File: config.mk
export PLATFORM = sky130hd
export DESIGN_NAME = bw_signed_mult
export DESIGN_NICKNAME = d
export VERILOG_FILES = /design/src/rtl/bw_mult_pkg.sv /design/src/rtl/bw_full_adder.sv /design/src/rtl/bw_pp_gen.sv /design/src/rtl/bw_adder_array.sv /design/src/rtl/bw_signed_mult.sv
export SDC_FILE = /design/constraint.sdc
export NUM_CORES = 1
export LEC_CHECK = 0
export BUFFER_PORTS_ARGS = -buffer_cell sky130_fd_sc_hd__buf_2
export CELL_PAD_IN_SITES_DETAIL_PLACEMENT = 1
export CELL_PAD_IN_SITES_GLOBAL_PLACEMENT = 2
export CORE_AREA = 2 2 39 41
export DETAILED_ROUTE_END_ITERATION = 16
export DIE_AREA = 0 0 41 43
export PLACE_DENSITY_LB_ADDON = 0.1
export SLEW_MARGIN = 20
export SYNTH_ARGS = -nofsm -noshare
export SYNTH_HDL_FRONTEND = slang
export SYNTH_SLANG_ARGS = --single-unit
File: constraint.sdc
create_clock -name vclk -period 8.4
set_input_delay 1.26 -clock vclk [all_inputs]
set_output_delay 1.26 -clock vclk [all_outputs]
set_load 0.01 [all_outputs]
File: src/rtl/bw_mult_pkg.sv
package bw_mult_pkg;

    // Structural cell counts for a given operand width
    function automatic int unsigned fa_cells(input int unsigned w);
        return w * w - 1;
    endfunction

    function automatic int unsigned inv_cells(input int unsigned w);
        return 2 * (w - 1) + 1;
    endfunction

    // True when partial product (row, col) must be complemented:
    // exactly one of its indices addresses the sign bit
    function automatic logic pp_flip(input int unsigned row,
                                     input int unsigned col,
                                     input int unsigned w);
        return (row == w - 1) ^ (col == w - 1);
    endfunction

    typedef struct packed {
        logic sum;
        logic cry;
    } fa_out_t;

endpackage

File: src/rtl/bw_full_adder.sv
module bw_full_adder
    import bw_mult_pkg::*;
(
    input  logic    x_in,
    input  logic    y_in,
    input  logic    c_in,
    output fa_out_t res
);
    assign res.sum = x_in ^ y_in ^ c_in;
    assign res.cry = (x_in & y_in) | (x_in & c_in) | (y_in & c_in);
endmodule

File: src/rtl/bw_pp_gen.sv
module bw_pp_gen
    import bw_mult_pkg::*;
#(
    parameter int unsigned WIDTH = 4
) (
    input  logic [WIDTH-1:0]            a_op,
    input  logic [WIDTH-1:0]            b_op,
    output logic [WIDTH-1:0][WIDTH-1:0] pp      // pp[row][col], weight row+col
);
    for (genvar r = 0; r < WIDTH; r++) begin : g_row
        for (genvar c = 0; c < WIDTH; c++) begin : g_col
            logic and_bit;
            assign and_bit = b_op[r] & a_op[c];
            if (pp_flip(r, c, WIDTH)) begin : g_inv
                assign pp[r][c] = ~and_bit;
            end else begin : g_pass
                assign pp[r][c] = and_bit;
            end
        end
    end
endmodule

File: src/rtl/bw_adder_array.sv
module bw_adder_array
    import bw_mult_pkg::*;
#(
    parameter int unsigned WIDTH = 4
) (
    input  logic [WIDTH-1:0][WIDTH-1:0] pp,
    output logic [2*WIDTH-1:0]          prod
);
    localparam int unsigned TOP = 2 * WIDTH - 1;

    logic [WIDTH-1:0][WIDTH-1:0] sum_r;   // sum_r[row][col], weight row+col
    logic [WIDTH-1:0][WIDTH-1:0] cry_r;   // cry_r[row][col], weight row+col+1
    logic [WIDTH-1:0]            rip;     // ripple carries of the last stage

    // Row 0: partial products pass straight through, no carries
    assign sum_r[0] = pp[0];
    assign cry_r[0] = '0;

    // Carry-save rows: each carry drops diagonally into the next row
    for (genvar r = 1; r < WIDTH; r++) begin : g_csa_row
        for (genvar c = 0; c < WIDTH; c++) begin : g_csa_col
            logic    upper;
            fa_out_t fo;
            if (c < WIDTH - 1) begin : g_mid
                assign upper = sum_r[r-1][c+1];
            end else begin : g_edge
                assign upper = 1'b0;
            end
            bw_full_adder u_fa (
                .x_in (pp[r][c]),
                .y_in (upper),
                .c_in (cry_r[r-1][c]),
                .res  (fo)
            );
            assign sum_r[r][c] = fo.sum;
            assign cry_r[r][c] = fo.cry;
        end
    end

    // Low half of the product leaves from column 0 of each row
    for (genvar r = 0; r < WIDTH; r++) begin : g_low
        assign prod[r] = sum_r[r][0];
    end

    // Final ripple stage; the weight-WIDTH correction one enters as carry-in
    assign rip[0] = 1'b1;
    for (genvar k = 0; k < WIDTH - 1; k++) begin : g_ripple
        fa_out_t fo;
        bw_full_adder u_fa (
            .x_in (sum_r[WIDTH-1][k+1]),
            .y_in (cry_r[WIDTH-1][k]),
            .c_in (rip[k]),
            .res  (fo)
        );
        assign prod[WIDTH+k] = fo.sum;
        assign rip[k+1]      = fo.cry;
    end

    // Top weight: correction one folded in as a complement, carry dropped
    assign prod[TOP] = ~(cry_r[WIDTH-1][WIDTH-1] ^ rip[WIDTH-1]);
endmodule

File: src/rtl/bw_signed_mult.sv
module bw_signed_mult
    import bw_mult_pkg::*;
#(
    parameter int unsigned WIDTH = 4
) (
    input  logic [WIDTH-1:0]   a_op,
    input  logic [WIDTH-1:0]   b_op,
    output logic [2*WIDTH-1:0] prod
);
    localparam int unsigned N_FA  = fa_cells(WIDTH);
    localparam int unsigned N_INV = inv_cells(WIDTH);

    logic [WIDTH-1:0][WIDTH-1:0] pp;

    initial begin
        if (WIDTH < 2) $error("bw_signed_mult: WIDTH must be at least 2");
        if (N_FA == 0 || N_INV == 0) $error("bw_signed_mult: bad cell counts");
    end

    bw_pp_gen #(.WIDTH(WIDTH)) u_pp (
        .a_op (a_op),
        .b_op (b_op),
        .pp   (pp)
    );

    bw_adder_array #(.WIDTH(WIDTH)) u_arr (
        .pp   (pp),
        .prod (prod)
    );
endmodule

---- Yosys cells after proc, flatten, opt, wreduce, memory -nomap -nowiden ----
Cells that the tools add are included.
word-level totals
  register bits ........................... 0
  latch bits .............................. 0
  bits in writable memories ............... 0
  memory bits (read-only) ................. 0
  input bits .............................. 8
  output and inout bits ................... 8
  word-level logic and storage cells ...... 90
  memories ................................ 0
operators by class
  $add $sub $neg .......................... 0
  multiply operators ...................... 0
  divide/modulo/power cells ............... 0
  magnitude comparators ................... 0
  eq/ne operators ......................... 0
  shift-type cells ........................ 0
  multiplexer cells ....................... 0
  bitwise logic cells ..................... 90
  reduce and logical (&&, ||, !) cells .... 0
operators with widths
  kind           count
  $and A1 B1 Y1  44
  $xor A1 B1 Y1  20
  $or A1 B1 Y1   18
  $not A1 Y1     8

---- Logic depth before layout (Yosys ltp) ----
  depth in word-level cells ............... 18
  depth in mapped cells ................... 13
  mapped depth without buffers ............ 13

---- By module ----
From an unflattened synthesis, not the netlist that was laid out.
second synthesis, totals
  cells, all modules ...................... 45
  area, all modules ....................... 484.2 um^2
modules (own cells, without submodules)
  module          instances  cells each  area an instance (um^2)  sequential area each (um^2)
  bw_full_adder   15         1           20.0                     0.0
  bw_pp_gen       1          26          160.2                    0.0
  bw_adder_array  1          4           23.8                     0.0

---- Worst setup path after synthesis ----
No wires, ideal clock.
  path kind ............................... input-to-output
  start point ............................. input port a_op[2]
  end point ............................... output port prod[6]
  data arrival time ....................... 3.731 ns
  data required time ...................... 7.140 ns
  path slack .............................. 3.409 ns
  stages .................................. 13
  buffers on the path ..................... 0
  cells stage by stage .................... and2_1 ha_1 inv_1 fa_1 inv_1 fa_1 inv_1 ha_1 inv_1 fa_1 inv_1 fa_1 inv_1
between the ends
  cells in the longest elaborated chain, start to end .. 15
  elaborated cells between the ends (all ways) .. 56
  those cells by class .................... 56 x bitwise
RTL lines
  item                        RTL line             text
  start: declaration          bw_signed_mult.sv:6  input logic [WIDTH-1:0] a_op,
  $and A1 B1 Y1               bw_pp_gen.sv:13      assign and_bit = b_op[r] & a_op[c];
  $xor A1 B1 Y1               bw_full_adder.sv:9   assign res.sum = x_in ^ y_in ^ c_in;
  $and A1 B1 Y1               bw_full_adder.sv:10  assign res.cry = (x_in & y_in) | (x_in & c_in) | (y_in & c_in);
  $or A1 B1 Y1 (2 in series)  bw_full_adder.sv:10
  $and A1 B1 Y1               bw_full_adder.sv:10
  $or A1 B1 Y1 (2 in series)  bw_full_adder.sv:10
  $and A1 B1 Y1               bw_full_adder.sv:10
  $or A1 B1 Y1 (2 in series)  bw_full_adder.sv:10
  $and A1 B1 Y1               bw_full_adder.sv:10
  $or A1 B1 Y1 (2 in series)  bw_full_adder.sv:10
  $xor A1 B1 Y1 *             bw_full_adder.sv:9
  end: declaration            bw_signed_mult.sv:8  output logic [2*WIDTH-1:0] prod
Every way passes the cells marked *; elsewhere a longest branch is shown, timed or not.

---- Worst setup path after layout ----
Ends and elaborated chain as after synthesis.

==> impl.org <==
** Layout
- Final cell utilization of the core :: 0.3119
- Design area :: 431.7 µm²
- Number of diodes :: 0
- Counting the clock-network buffers in the layout gives 0.
- The design has 0 sequential cells.
- Number of nets in the finished design :: 77
- Relative to the synthesized area, the layout overhead comes to 27.31%.
- Area taken by flip-flops and latches :: 0 µm²
- In the final layout, the share of cells above drive strength 1 is 0.2909.

** Synth
- Average size of a mapped cell :: 8.477 µm²
- Part of the Yosys area used for sequential elements :: 0
- Counting every instance in the synthesized netlist gives 40.
- The synthesized netlist occupies a cell area of 339.1 µm².
- Counting every net in the synthesized netlist gives 60.
- Number of synthesis warnings :: 0
- Number of distinct library cells after synthesis :: 6

** Global routing
- All-Layer GR Usage :: 0.1033
- Number of antenna violations at the first check in global routing :: 0
- The first global-routing pass estimated 1.311 mm of wire.
- The via count of the first global-routing pass is 342.
- Global routing finished with a remaining overflow of 0.
- Entering global routing, the biggest net connects 5 pins.

** Drt
- Top Layer Used :: met3
- In this run, the number of DRC markers left after iteration 0 of detailed routing was 0.
- Remaining antenna violation count :: 0
- Post-detailed-route wirelength per cell :: 9.676 µm
- The detailed router put a total of 240 µm of wire on met1.
- Wire length after detailed routing :: 687 µm
- Met3 wire len :: 39 µm
- Number of search-and-repair iterations in the first detailed-routing pass :: 1
- Summing over every cut layer, the via total after detailed routing is 298.
- Via count normalized by instance count :: 4.197
- In the routed design, unresolved DRC markers number 0.
- Wire length on met2 :: 406 µm

** STA
- Period utilization :: 0.6317
- The number of max-slew violations in the final report is 0.
- At the pin with the least slew margin, the transition time is 0.1009 ns.
- Number of hold-slack violations in the final timing report :: 0
- Relative slew slack :: 0.9327
- Final worst path period need :: 5.306 ns
- Unrepaired setup endpoints after global routing :: false
- Final setup violation count :: 0
- Adding up every negative setup slack in the final design gives 0 ns.
- Highest clock rate :: 188.5 MHz

** Worst setup path
- STA classifies the critical path endpoint as an output port.
- Critical Path Source Type :: input pin
- Arr. time, crit path :: 4.05 ns
- Data required time at the worst endpoint :: 7.14 ns
- Peak fanout along the critical path :: 4
- The critical path in this run is classified as in -> out.

** Clock network
- Number of gates resized after CTS :: 0
- For this design, the CTS-stage hold fixing added 0 buffers.
- Buffers inserted by post-CTS timing repair :: 0

** Floorplan
- 16 I/O pins were placed.
- DIE AREA :: 1763 µm²
- Height of the die :: 43 µm
- The initialized floorplan defines 14 standard-cell rows.
- The floorplan step set the die width to 41 µm.
- Area of the core :: 1384 µm²
- For this configuration, the core starts out at a cell density of 0.2450.

** Job
- Max-cap viol count :: 0

** Pwr
- Power density relative to cell area :: 98.72 nW/µm²
- Worst ir drop on vdd :: 0.03393 mV
- The analysis attributes to cell leakage a power of 0.2545 nW.

** Min path
- The worst hold path belongs to the class in -> out.

** Place
- Routability-driven placement finished with a final weighted congestion of 0.6889.
- After detailed placement, the total cell area comes to 431.7 µm².
- PortBufs :: 16
- DPL Wire Length :: 708.3 µm

** Run status
- Outcome :: completed
[kinds of logic (layout without fill, tap and decap cells)]
kind of cell,Yosys count,after routing,share of synthesized area
simple gates,16,16,0.2362
fa+ha+maj,12,12,0.6199
buf+inv,12,27,0.1439
[report_power, final]
part | switching, mW | internal [mW] | total, mW
Combinational | 0.0237 | 0.0190 | 0.0426
Sequential | 0 | 0 | 0
Clock | 0 | 0 | 0
[Yosys cell counts, drive strengths merged]
cell    n  area (µm²)
nand2   8       30.03
and2    8       50.05
ha      4       50.05
inv    11       41.29
fa      8       160.2
buf     1       7.510
[layer usage]
metal,vias up,track usage
li1,143,-
met1,146,0.1192
met2,9,0.2063
met3,0,0
met4,0,0
met5,-,0
[worst paths after layout]
| path | start | to | slack, ns | cells after the start |
|---|---|---|---|---|
| max | a_op[2] | prod[6] | 3.09 | 15 |
| min | b_op[0] | prod[0] | 2.86 | 3 |
[through the flow]
step                power, mW  setup slack [ns]  instances  hold slack [ns]
floorplan             0.02896             3.409         40            2.721
global placement      0.04263             3.126         71            2.850
detailed placement    0.04463             3.066         71            2.865
CTS                   0.04484             3.055         71            2.865
global route          0.05166             2.915         71            2.890
finish                0.04262             3.094         71            2.858
[critical path, cell delays in order]
cell and delay [ns]:
sky130_fd_sc_hd__buf_2 0.11, sky130_fd_sc_hd__and2_1 0.15, sky130_fd_sc_hd__ha_1 0.28, sky130_fd_sc_hd__inv_1 0.05, sky130_fd_sc_hd__fa_1 0.51, sky130_fd_sc_hd__inv_1 0.05, sky130_fd_sc_hd__fa_1 0.38, sky130_fd_sc_hd__inv_1 0.06
sky130_fd_sc_hd__ha_1 0.13, sky130_fd_sc_hd__inv_1 0.05, sky130_fd_sc_hd__fa_1 0.36, sky130_fd_sc_hd__inv_1 0.07, sky130_fd_sc_hd__fa_1 0.40, sky130_fd_sc_hd__inv_1 0.06, sky130_fd_sc_hd__buf_2 0.12
[placed cells by master, fill, tap and decap left out]
cell                      Yosys  layout
sky130_fd_sc_hd__nand2_1      8       8
sky130_fd_sc_hd__and2_1       8       8
sky130_fd_sc_hd__ha_1         4       4
sky130_fd_sc_hd__inv_1       11      11
sky130_fd_sc_hd__fa_1         8       8
sky130_fd_sc_hd__buf_2        0      16
[area by class of cell]
cell class,count,area (µm²)
multi-input cells,28,290.3
repair buffers,16,80.08
fillers,176,952.2
inverters,11,41.29
well taps,16,20.02
(Power assumes the default switching activity.)
